<file path="config.mk">
export PLATFORM = sky130hd
export DESIGN_NAME = hcmd_host_if
export DESIGN_NICKNAME = d
export VERILOG_FILES = /design/src/rtl/hcmd_pkg.sv /design/src/rtl/hcmd_fifo.sv /design/src/rtl/hcmd_spi_sync.sv /design/src/rtl/hcmd_bus_master.sv /design/src/rtl/hcmd_host_if.sv
export SDC_FILE = /design/constraint.sdc
export NUM_CORES = 2
export LEC_CHECK = 0
export CAP_MARGIN = 20
export CORE_MARGIN = 1.5
export CORE_UTILIZATION = 55
export DETAILED_ROUTE_END_ITERATION = 10
export HOLD_SLACK_MARGIN = 0.15
export PLACE_DENSITY = 0.69
export SYNTH_ARGS = -nofsm -noshare
export SYNTH_HDL_FRONTEND = slang
export SYNTH_SLANG_ARGS = --single-unit
</file>
<file path="constraint.sdc">
create_clock -name clk -period 11.95 [get_ports clk]
set_input_delay 2.39 -clock clk [delete_from_list [all_inputs] [get_ports clk]]
set_output_delay 2.39 -clock clk [all_outputs]
set_load 0.01 [all_outputs]
</file>
<file path="src/rtl/hcmd_pkg.sv">
package hcmd_pkg;

  typedef enum logic [2:0] {
    K_CFG  = 3'd0,
    K_ADDR = 3'd1,
    K_RLEN = 3'd2,
    K_DATA = 3'd3,
    K_BRST = 3'd4
  } kind_e;

  typedef struct packed {
    kind_e       kind;
    logic [31:0] word;
  } txent_t;

  typedef enum logic [2:0] {S_OPC, S_STAT, S_PUSH, S_PULL, S_SKIP} spi_st_e;
  typedef enum logic [1:0] {B_IDLE, B_WR, B_RD} bus_st_e;

  localparam logic [7:0] OP_STATUS   = 8'h00;
  localparam logic [7:0] OP_CFG      = 8'h10;
  localparam logic [7:0] OP_ADDR     = 8'h20;
  localparam logic [7:0] OP_RLEN     = 8'h30;
  localparam logic [7:0] OP_WRITE    = 8'h40;
  localparam logic [7:0] OP_READ     = 8'h50;
  localparam logic [7:0] OP_BRST     = 8'hFC;
  localparam logic [7:0] OP_FLUSH_TX = 8'hFD;
  localparam logic [7:0] OP_FLUSH_RX = 8'hFE;
  localparam logic [7:0] OP_RESET    = 8'hFF;
  localparam logic [7:0] STATUS_ID   = 8'hAA;

  function automatic logic [31:0] step_addr(input logic [31:0] a, input logic inc);
    return a + (inc ? 32'd4 : 32'd0);
  endfunction

  function automatic logic [31:0] pack_status(input logic inc, input logic host,
                                              input logic [10:0] txc, input logic [10:0] rxc);
    return {STATUS_ID, inc, host, txc, rxc};
  endfunction

endpackage

</file>
<file path="src/rtl/hcmd_fifo.sv">
module hcmd_fifo #(
  parameter int W     = 32,
  parameter int DEPTH = 16,
  localparam int AW   = $clog2(DEPTH),
  localparam int CW   = $clog2(DEPTH + 1)
) (
  input  logic          clk,
  input  logic          rst_n,
  input  logic          flush,
  input  logic          push,
  input  logic [W-1:0]  din,
  input  logic          pop,
  output logic [W-1:0]  dout,
  output logic          empty,
  output logic          full,
  output logic [CW-1:0] count,
  output logic          drop
);
  logic [W-1:0]  mem [DEPTH];
  logic [AW-1:0] wr_ptr, rd_ptr;
  logic          do_push, do_pop;

  assign empty   = (count == '0);
  assign full    = (count == CW'(DEPTH));
  assign do_push = push && !full && !flush;
  assign do_pop  = pop && !empty && !flush;
  assign drop    = push && full && !flush;
  assign dout    = mem[rd_ptr];

  always_ff @(posedge clk) begin
    if (do_push) mem[wr_ptr] <= din;
  end

  always_ff @(posedge clk or negedge rst_n) begin
    if (!rst_n) begin
      wr_ptr <= '0;
      rd_ptr <= '0;
      count  <= '0;
    end else if (flush) begin
      wr_ptr <= '0;
      rd_ptr <= '0;
      count  <= '0;
    end else begin
      if (do_push) wr_ptr <= wr_ptr + AW'(1);
      if (do_pop)  rd_ptr <= rd_ptr + AW'(1);
      case ({do_push, do_pop})
        2'b10:   count <= count + CW'(1);
        2'b01:   count <= count - CW'(1);
        default: ;
      endcase
    end
  end

  AST_FIFO_BOUND: assert property (@(posedge clk) disable iff (!rst_n)
    count <= CW'(DEPTH));
  AST_FIFO_DROP_KEEPS: assert property (@(posedge clk) disable iff (!rst_n)
    push && full && !pop && !flush |=> count == $past(count));
  AST_FIFO_EMPTY_POP: assert property (@(posedge clk) disable iff (!rst_n)
    pop && empty && !push && !flush |=> empty);

endmodule

</file>
<file path="src/rtl/hcmd_spi_sync.sv">
module hcmd_spi_sync (
  input  logic clk,
  input  logic rst_n,
  input  logic spi_sck,
  input  logic spi_cs_n,
  input  logic spi_mosi,
  output logic sck_rise,
  output logic sck_fall,
  output logic sel,
  output logic mosi_bit
);
  logic [2:0] sck_sh;
  logic [1:0] cs_sh, mosi_sh;

  always_ff @(posedge clk or negedge rst_n) begin
    if (!rst_n) begin
      sck_sh  <= '0;
      cs_sh   <= '1;
      mosi_sh <= '0;
    end else begin
      sck_sh  <= {sck_sh[1:0], spi_sck};
      cs_sh   <= {cs_sh[0], spi_cs_n};
      mosi_sh <= {mosi_sh[0], spi_mosi};
    end
  end

  assign sck_rise = sck_sh[1] && !sck_sh[2];
  assign sck_fall = !sck_sh[1] && sck_sh[2];
  assign sel      = !cs_sh[1];
  assign mosi_bit = mosi_sh[1];

endmodule

</file>
<file path="src/rtl/hcmd_bus_master.sv">
module hcmd_bus_master
  import hcmd_pkg::*;
#(
  parameter int LEN_W = 24
) (
  input  logic        clk,
  input  logic        rst_n,
  input  logic        tx_empty,
  input  txent_t      tx_head,
  output logic        tx_pop,
  input  logic        rx_full,
  output logic        rx_push,
  output logic [31:0] rx_din,
  output logic        bus_req,
  output logic        bus_we,
  output logic [31:0] bus_addr,
  output logic [31:0] bus_wdata,
  input  logic [31:0] bus_rdata,
  input  logic        bus_ack,
  output logic        incr,
  output logic        host_en
);
  bus_st_e          bst;
  logic [31:0]      addr, wdata;
  logic [LEN_W-1:0] left;
  logic             rd_step;

  assign tx_pop    = (bst == B_IDLE) && !tx_empty;
  assign rd_step   = (bst == B_RD) && !rx_full && (!host_en || bus_ack);
  assign rx_push   = rd_step;
  assign rx_din    = host_en ? bus_rdata : 32'd0;
  assign bus_req   = (bst == B_WR) || ((bst == B_RD) && host_en && !rx_full);
  assign bus_we    = (bst == B_WR);
  assign bus_addr  = addr;
  assign bus_wdata = wdata;

  always_ff @(posedge clk or negedge rst_n) begin
    if (!rst_n) begin
      bst     <= B_IDLE;
      addr    <= '0;
      wdata   <= '0;
      left    <= '0;
      incr    <= 1'b0;
      host_en <= 1'b0;
    end else begin
      case (bst)
        B_IDLE: if (!tx_empty) begin
          case (tx_head.kind)
            K_CFG: begin
              incr    <= tx_head.word[1];
              host_en <= tx_head.word[0];
            end
            K_ADDR: addr <= tx_head.word;
            K_RLEN: begin
              left <= tx_head.word[LEN_W-1:0];
              bst  <= B_RD;
            end
            K_DATA: begin
              wdata <= tx_head.word;
              if (host_en) bst <= B_WR;
              else         addr <= step_addr(addr, incr);
            end
            K_BRST: begin
              incr    <= 1'b0;
              host_en <= 1'b0;
              addr    <= '0;
            end
            default: ;
          endcase
        end
        B_WR: if (bus_ack) begin
          addr <= step_addr(addr, incr);
          bst  <= B_IDLE;
        end
        B_RD: if (rd_step) begin
          addr <= step_addr(addr, incr);
          if (left == '0) bst  <= B_IDLE;
          else            left <= left - LEN_W'(1);
        end
        default: bst <= B_IDLE;
      endcase
    end
  end

  AST_REQ_NEEDS_HOST: assert property (@(posedge clk) disable iff (!rst_n)
    bus_req |-> host_en);
  AST_REQ_HOLD: assert property (@(posedge clk) disable iff (!rst_n)
    bus_req && !bus_ack |=> bus_req && $stable(bus_addr) && $stable(bus_we) && $stable(bus_wdata));
  AST_NO_INCR_HOLD: assert property (@(posedge clk) disable iff (!rst_n)
    (bst != B_IDLE) && !incr |=> $stable(bus_addr));

endmodule

</file>
<file path="src/rtl/hcmd_host_if.sv">
module hcmd_host_if
  import hcmd_pkg::*;
#(
  parameter int TX_DEPTH = 16,
  parameter int RX_DEPTH = 16,
  parameter int LEN_W    = 24,
  localparam int TX_CW   = $clog2(TX_DEPTH + 1),
  localparam int RX_CW   = $clog2(RX_DEPTH + 1),
  localparam int TX_W    = $bits(txent_t)
) (
  input  logic        clk,
  input  logic        rst_n,
  input  logic        spi_sck,
  input  logic        spi_cs_n,
  input  logic        spi_mosi,
  output logic        spi_miso,
  output logic        bus_req,
  output logic        bus_we,
  output logic [31:0] bus_addr,
  output logic [31:0] bus_wdata,
  input  logic [31:0] bus_rdata,
  input  logic        bus_ack,
  output logic        host_owns_bus,
  output logic        cmd_overflow
);
  logic sck_rise, sck_fall, sel, mosi_bit;

  hcmd_spi_sync i_sync (
    .clk, .rst_n, .spi_sck, .spi_cs_n, .spi_mosi,
    .sck_rise, .sck_fall, .sel, .mosi_bit
  );

  spi_st_e     st;
  logic [4:0]  bitcnt;
  logic [30:0] shin;
  logic [31:0] rx_word, out_word, status_w, pull_w;
  kind_e       push_kind;
  logic        out_valid, miso_q;
  logic        tx_push_q, rx_pop_q, flush_tx_q, flush_rx_q;
  txent_t      tx_din_q, tx_head;
  logic        tx_empty, tx_full, tx_pop, tx_drop;
  logic [TX_CW-1:0] tx_cnt;
  logic        rx_empty, rx_full, rx_push, rx_drop;
  logic [31:0] rx_din, rx_dout;
  logic [RX_CW-1:0] rx_cnt;
  logic        incr;
  logic        word_end;

  assign rx_word  = {shin, mosi_bit};
  assign word_end = sck_rise && (bitcnt == 5'd31);
  assign status_w = pack_status(incr, host_owns_bus, 11'(tx_cnt), 11'(rx_cnt));
  assign pull_w   = rx_empty ? 32'd0 : rx_dout;
  assign spi_miso = miso_q;

  always_ff @(posedge clk or negedge rst_n) begin
    if (!rst_n) begin
      st <= S_OPC; bitcnt <= '0; shin <= '0; push_kind <= K_CFG;
      out_word <= '0; out_valid <= 1'b0; miso_q <= 1'b0;
      tx_push_q <= 1'b0; tx_din_q <= '0; rx_pop_q <= 1'b0;
      flush_tx_q <= 1'b0; flush_rx_q <= 1'b0;
    end else begin
      tx_push_q  <= 1'b0;
      rx_pop_q   <= 1'b0;
      flush_tx_q <= 1'b0;
      flush_rx_q <= 1'b0;
      if (!sel) begin
        st     <= S_OPC;
        bitcnt <= '0;
        miso_q <= 1'b0;
      end else begin
        if (sck_rise) begin
          shin <= rx_word[30:0];
          if (st == S_OPC) begin
            if (bitcnt == 5'd7) begin
              bitcnt <= '0;
              case (rx_word[7:0])
                OP_STATUS:   st <= S_STAT;
                OP_CFG:      begin st <= S_PUSH; push_kind <= K_CFG;  end
                OP_ADDR:     begin st <= S_PUSH; push_kind <= K_ADDR; end
                OP_RLEN:     begin st <= S_PUSH; push_kind <= K_RLEN; end
                OP_WRITE:    begin st <= S_PUSH; push_kind <= K_DATA; end
                OP_BRST:     begin st <= S_PUSH; push_kind <= K_BRST; end
                OP_READ:     st <= S_PULL;
                OP_FLUSH_TX: begin st <= S_SKIP; flush_tx_q <= 1'b1; end
                OP_FLUSH_RX: begin st <= S_SKIP; flush_rx_q <= 1'b1; end
                OP_RESET:    begin st <= S_SKIP; flush_tx_q <= 1'b1; flush_rx_q <= 1'b1; end
                default:     st <= S_SKIP;
              endcase
            end else begin
              bitcnt <= bitcnt + 5'd1;
            end
          end else begin
            bitcnt <= bitcnt + 5'd1;
          end
          if (word_end) begin
            case (st)
              S_PUSH: begin
                tx_push_q     <= 1'b1;
                tx_din_q.kind <= push_kind;
                tx_din_q.word <= rx_word;
                if (push_kind != K_DATA) st <= S_SKIP;
              end
              S_PULL:  rx_pop_q <= out_valid;
              S_STAT:  st <= S_SKIP;
              default: ;
            endcase
          end
        end
        if (sck_fall) begin
          if ((st == S_STAT || st == S_PULL) && bitcnt == 5'd0) begin
            out_word  <= (st == S_STAT) ? status_w : pull_w;
            miso_q    <= (st == S_STAT) ? status_w[31] : pull_w[31];
            out_valid <= (st == S_PULL) && !rx_empty;
          end else if (st == S_STAT || st == S_PULL) begin
            miso_q <= out_word[5'd31 - bitcnt];
          end else begin
            miso_q <= 1'b0;
          end
        end
      end
    end
  end

  always_ff @(posedge clk or negedge rst_n) begin
    if (!rst_n)          cmd_overflow <= 1'b0;
    else if (flush_tx_q) cmd_overflow <= 1'b0;
    else if (tx_drop)    cmd_overflow <= 1'b1;
  end

  hcmd_fifo #(.W(TX_W), .DEPTH(TX_DEPTH)) i_txq (
    .clk, .rst_n, .flush(flush_tx_q), .push(tx_push_q), .din(tx_din_q),
    .pop(tx_pop), .dout(tx_head), .empty(tx_empty), .full(tx_full),
    .count(tx_cnt), .drop(tx_drop)
  );

  hcmd_fifo #(.W(32), .DEPTH(RX_DEPTH)) i_rxq (
    .clk, .rst_n, .flush(flush_rx_q), .push(rx_push), .din(rx_din),
    .pop(rx_pop_q), .dout(rx_dout), .empty(rx_empty), .full(rx_full),
    .count(rx_cnt), .drop(rx_drop)
  );

  hcmd_bus_master #(.LEN_W(LEN_W)) i_bm (
    .clk, .rst_n, .tx_empty, .tx_head, .tx_pop,
    .rx_full, .rx_push, .rx_din,
    .bus_req, .bus_we, .bus_addr, .bus_wdata, .bus_rdata, .bus_ack,
    .incr, .host_en(host_owns_bus)
  );

  AST_OVF_STICKY: assert property (@(posedge clk) disable iff (!rst_n)
    cmd_overflow && !flush_tx_q |=> cmd_overflow);
  AST_OVF_SET: assert property (@(posedge clk) disable iff (!rst_n)
    tx_drop && !flush_tx_q |=> cmd_overflow);
  AST_RX_NO_DROP: assert property (@(posedge clk) disable iff (!rst_n)
    !rx_drop);
  AST_SKIP_SILENT: assert property (@(posedge clk) disable iff (!rst_n)
    st == S_SKIP |=> !tx_push_q && !rx_pop_q);
  AST_IDLE_TX_FULL: assert property (@(posedge clk) disable iff (!rst_n)
    tx_full |-> !tx_empty);

endmodule

</file>
==> results.py <==
metrics = {
    "critical_path": {
        "crit_path_frequent_cell": "inv_1",
        "regToRegStartpoint": "i_txq.rd_ptr[1]$_DFFE_PN0P_",
        "reg2reg_to": "i_bm.bus_addr[2]$_DFFE_PN0P_",
        "slowest_stage": "ha_1",
        "crit_type": "reg -> out",
        "arrival_ns": 3.56,
        "rrSetupSlack_ns": 7.47,
        "cp_slowest_stage_delay_ns": 0.79,
        "crit_path_cell_trace": "inv_1, ha_1, inv_1, a21oi_1, a21o_1, clkdlybuf4s50_1",
        "crit_path_start_kind": "register",
        "cp.depth": 6,
        "critPathTopFamily": "buffers and inverters",
        "ff2ff_path_depth": 7,
        "required_ns": 9.56,
        "crit_path_end_kind": "output port",
        "path_buf_inv": 3,
        "cp_max_fo": 24,
    },
    "detailed_routing": {
        "met1_length_um": 51600,
        "routed-wl-met2_um": 65500,
        "post_drt_wl_per_cell_um": 28.8,
        "dr.max_layer_used": "met5",
        "wl_um": 133000,
        "met3_length_um": 9810,
        "drt_iter0_markers": 3405,
        "drtPass1Iterations": 7,
        "drc": 0,
        "vias": 29897,
        "vias_per_cell": 6.48,
        "drt.antenna.violating_nets": 0,
    },
    "sta": {
        "period_needed_ns": 5.95,
        "fin_setup_tns_ns": 0,
        "period_share_pct": 49.8,
        "finalHoldViolations": 0,
        "slew_viol_final": 0,
        "fmaxAchievable_ghz": 0.168,
        "fin_ws_ns": 6.00,
        "slew-limit-headroom_pct": 24.9,
        "rsz0062_at_grt": "false",
        "setup_viol": 0,
        "worst_pin_slew_ns": 1.13,
        "finalClockSkew_ns": 0.0337,
    },
    "cells_and_area": {
        "drive_gt1_share_pct": 16.5,
        "seq_area_mm2": 0.0382,
        "final_cell_mix": "edfxtp_1 (1072), nand2_1 (253), dfrtp_1 (233)",
        "fillCellCount": 6539,
        "num-nets-final": 3308,
        "multiInputGateArea_mm2": 0.0141,
        "finalInstanceArea_mm2": 0.0600,
        "antennaDiodeCount": 0,
        "mostFrequentLayoutCell": "edfxtp_1",
        "synthToLayoutAreaGrowth_pct": 13.1,
    },
    "clock_tree": {
        "htree_levels": 4,
        "clk_latency_ns": 0.75,
        "cts_setup_buffers": 0,
        "cts_resized": 0,
        "ctsRootBufferMaster": "clkbuf_16",
        "cts_buffer_depth": 3,
        "holdBufCountCts": 0,
        "cts.clk_slew.worst_paths_ns": 0.06,
        "clkSinkCount": 1313,
        "cts_tree": "built",
        "cts_buffers": 132,
    },
    "synthesis": {
        "ys_warn_count": 0,
        "synth_cell_types": 78,
        "synth_enable_flop_cells": 1072,
        "postSynthNetCount": 3185,
        "synthCells": 3119,
        "ys.flop_type": "edfxtp_1",
        "synth_area_mm2": 0.0531,
        "synth-seq-area-share_pct": 72.0,
        "synthArstFlopShare_pct": 18.4,
        "syn_area_per_cell_um2": 17.0,
        "ys_seq_elements": 1313,
    },
    "global_routing": {
        "grt_pass1_vias": 30036,
        "antenna_found_initial": 4,
        "grt_pass1_wl_um": 198000,
        "grt-ovfl-total": 0,
        "grt_start_max_net_pins": 78,
        "grt_use_total_pct": 27.6,
    },
    "place": {
        "gp_congestion": 0.846,
        "place_area_mm2": 0.0556,
        "place_hpwl_um": 79200,
        "numPortBuffers": 106,
        "preCtsSetupSlack_ns": 6.73,
    },
    "worst_hold_path": {
        "hp-class": "reg -> reg",
        "worstHoldStart": "i_sync.sck_sh[0]$_DFF_PN0_",
        "min_to": "i_sync.sck_sh[1]$_DFF_PN0_",
        "whs_path_depth": 0,
    },
    "run": {
        "maxCapViolCount": 0,
    },
    "floorplanning": {
        "io-pin-count": 107,
        "fp.coreArea_mm2": 0.0953,
        "initial_utilization_pct": 55.7,
        "die_y_um": 314,
        "die-width_um": 314,
        "die_area_mm2": 0.0984,
        "rows": 113,
    },
    "pwr": {
        "p_total_uw": 8950,
        "p_leak_uw": 0.0175,
        "ir_drop_mv": 0.162,
        "power.density_mw_per_mm2": 149,
    },
    "status": {
        "outcome": "finished, final reports clean",
    },
}
synthesized netlist by cell type (6+ instances only):
master    count  area share, %
mux2_2       40           0.85
ha_1         26           0.61
a32oi_1      31           0.51
or3_1         9           0.11
inv_1        69           0.49
mux4_2      208            8.8
dfrtp_1     239             11
a22o_1        8           0.13
o31a_1        7           0.12
clkbuf_1     99           0.70
edfxtp_1   1072             61
xor2_1       10           0.16
nand2b_1     11           0.13
and2_1       40           0.47
nand2_1     253            1.8
xnor2_1      14           0.23
mux2i_1     189            3.6
o22ai_1       7          0.082
o221ai_1     29           0.48
a22oi_1      55           0.78
nand3_1      53           0.50
a21oi_1      26           0.25
buf_2        48           0.45
o21ai_0      99           0.93
o31ai_1       9           0.13
nand4_1      14           0.16
nor3_1       29           0.27
buf_4        11           0.16
a221oi_1     93            1.5
a221o_1       6           0.11
a21o_1        7          0.099
and4_1        6          0.099
nor4_1       13           0.15
nor2_1      142            1.0
and3_1        8          0.094
nor2b_1       9           0.11
a31oi_1      38           0.45
o211ai_1     12           0.17
buf_1        18           0.13
worst max-delay path by stage:
stage,start,end,slack [ns]
floorplan,bus_ack,i_rxq.mem[3][0]$_DFFE_PP_,6.90
detailed placement,bus_ack,i_rxq.mem[11][13]$_DFFE_PP_,6.73
global route,i_bm.bst[0]$_DFFE_PN0P_,bus_req,5.73
global placement,bus_ack,i_rxq.mem[3][14]$_DFFE_PP_,6.78
finish,i_bm.bst[0]$_DFFE_PN0P_,bus_req,6.00
CTS,i_bm.bst[0]$_DFFE_PN0P_,bus_req,5.99
cell families (layout without fill, tap and decap cells):
kind of cell / Yosys count / after routing / share of synthesized area [%]
flip-flops: 1313 / 1313 / 72.0
buffers and inverters: 249 / 481 / 1.99
AND/OR/NAND/NOR: 607 / 607 / 5.27
adder cells (fa/ha/maj): 28 / 28 / 0.688
multiplexers: 437 / 437 / 13.2
AO/OA/AOI/OAI: 461 / 461 / 6.41
XOR/XNOR: 24 / 24 / 0.396
registers in the layout, indices dropped and copies added, names as in the netlist, 3 cells and up:
register / flops
st: 3
i_bm.bus_wdata: 32
i_txq.mem: 560
i_rxq.wr_ptr: 4
i_rxq.mem: 512
tx_din_q: 35
i_txq.rd_ptr: 4
i_sync.sck_sh: 3
out_word: 32
push_kind: 3
i_txq.wr_ptr: 4
i_bm.bus_addr: 32
i_txq.count: 5
i_rxq.rd_ptr: 4
i_bm.left: 24
bitcnt: 5
shin: 31
i_rxq.count: 5
layer usage:
layer  vias up  global-route usage [%]
met2      1330                    45.0
met1     15613                    37.0
met5         -                       0
met3       260                    4.69
met4         6                    11.8
li1      12688                       -
metrics by stage:
| stage | hold slack (ns) | utilization (%) | instances |
|---|---|---|---|
| floorplan | 0.331 | - | 3119 |
| detailed placement | 0.338 | 58.4 | 4362 |
| global placement | 0.339 | 58.3 | 4361 |
| finish | 0.325 | 63.0 | 4616 |
| global route | 0.331 | 63.0 | 4616 |
| CTS | 0.323 | 62.7 | 4605 |
power breakdown:
part | leakage [uW] | switching [uW] | internal (uW) | total [uW]
sequential | 0.0105 | 17.4 | 4900 | 4910
clock | 0.00204 | 1700 | 2280 | 3980
combinational | 0.00501 | 34.0 | 23.1 | 57.2
total | 0.0175 | 1750 | 7200 | 8950
final cells by class:
type / count / area share, %
Tap cell: 1265 / 2.64
Timing Repair Buffer: 168 / 2.82
Clock inverter: 56 / 0.763
Inverter: 70 / 0.438
Multi-Input combinational cell: 1557 / 23.4
Sequential cell: 1313 / 63.7
Clock buffer: 187 / 6.19
Note: power is estimated with default switching activity, not from simulation.
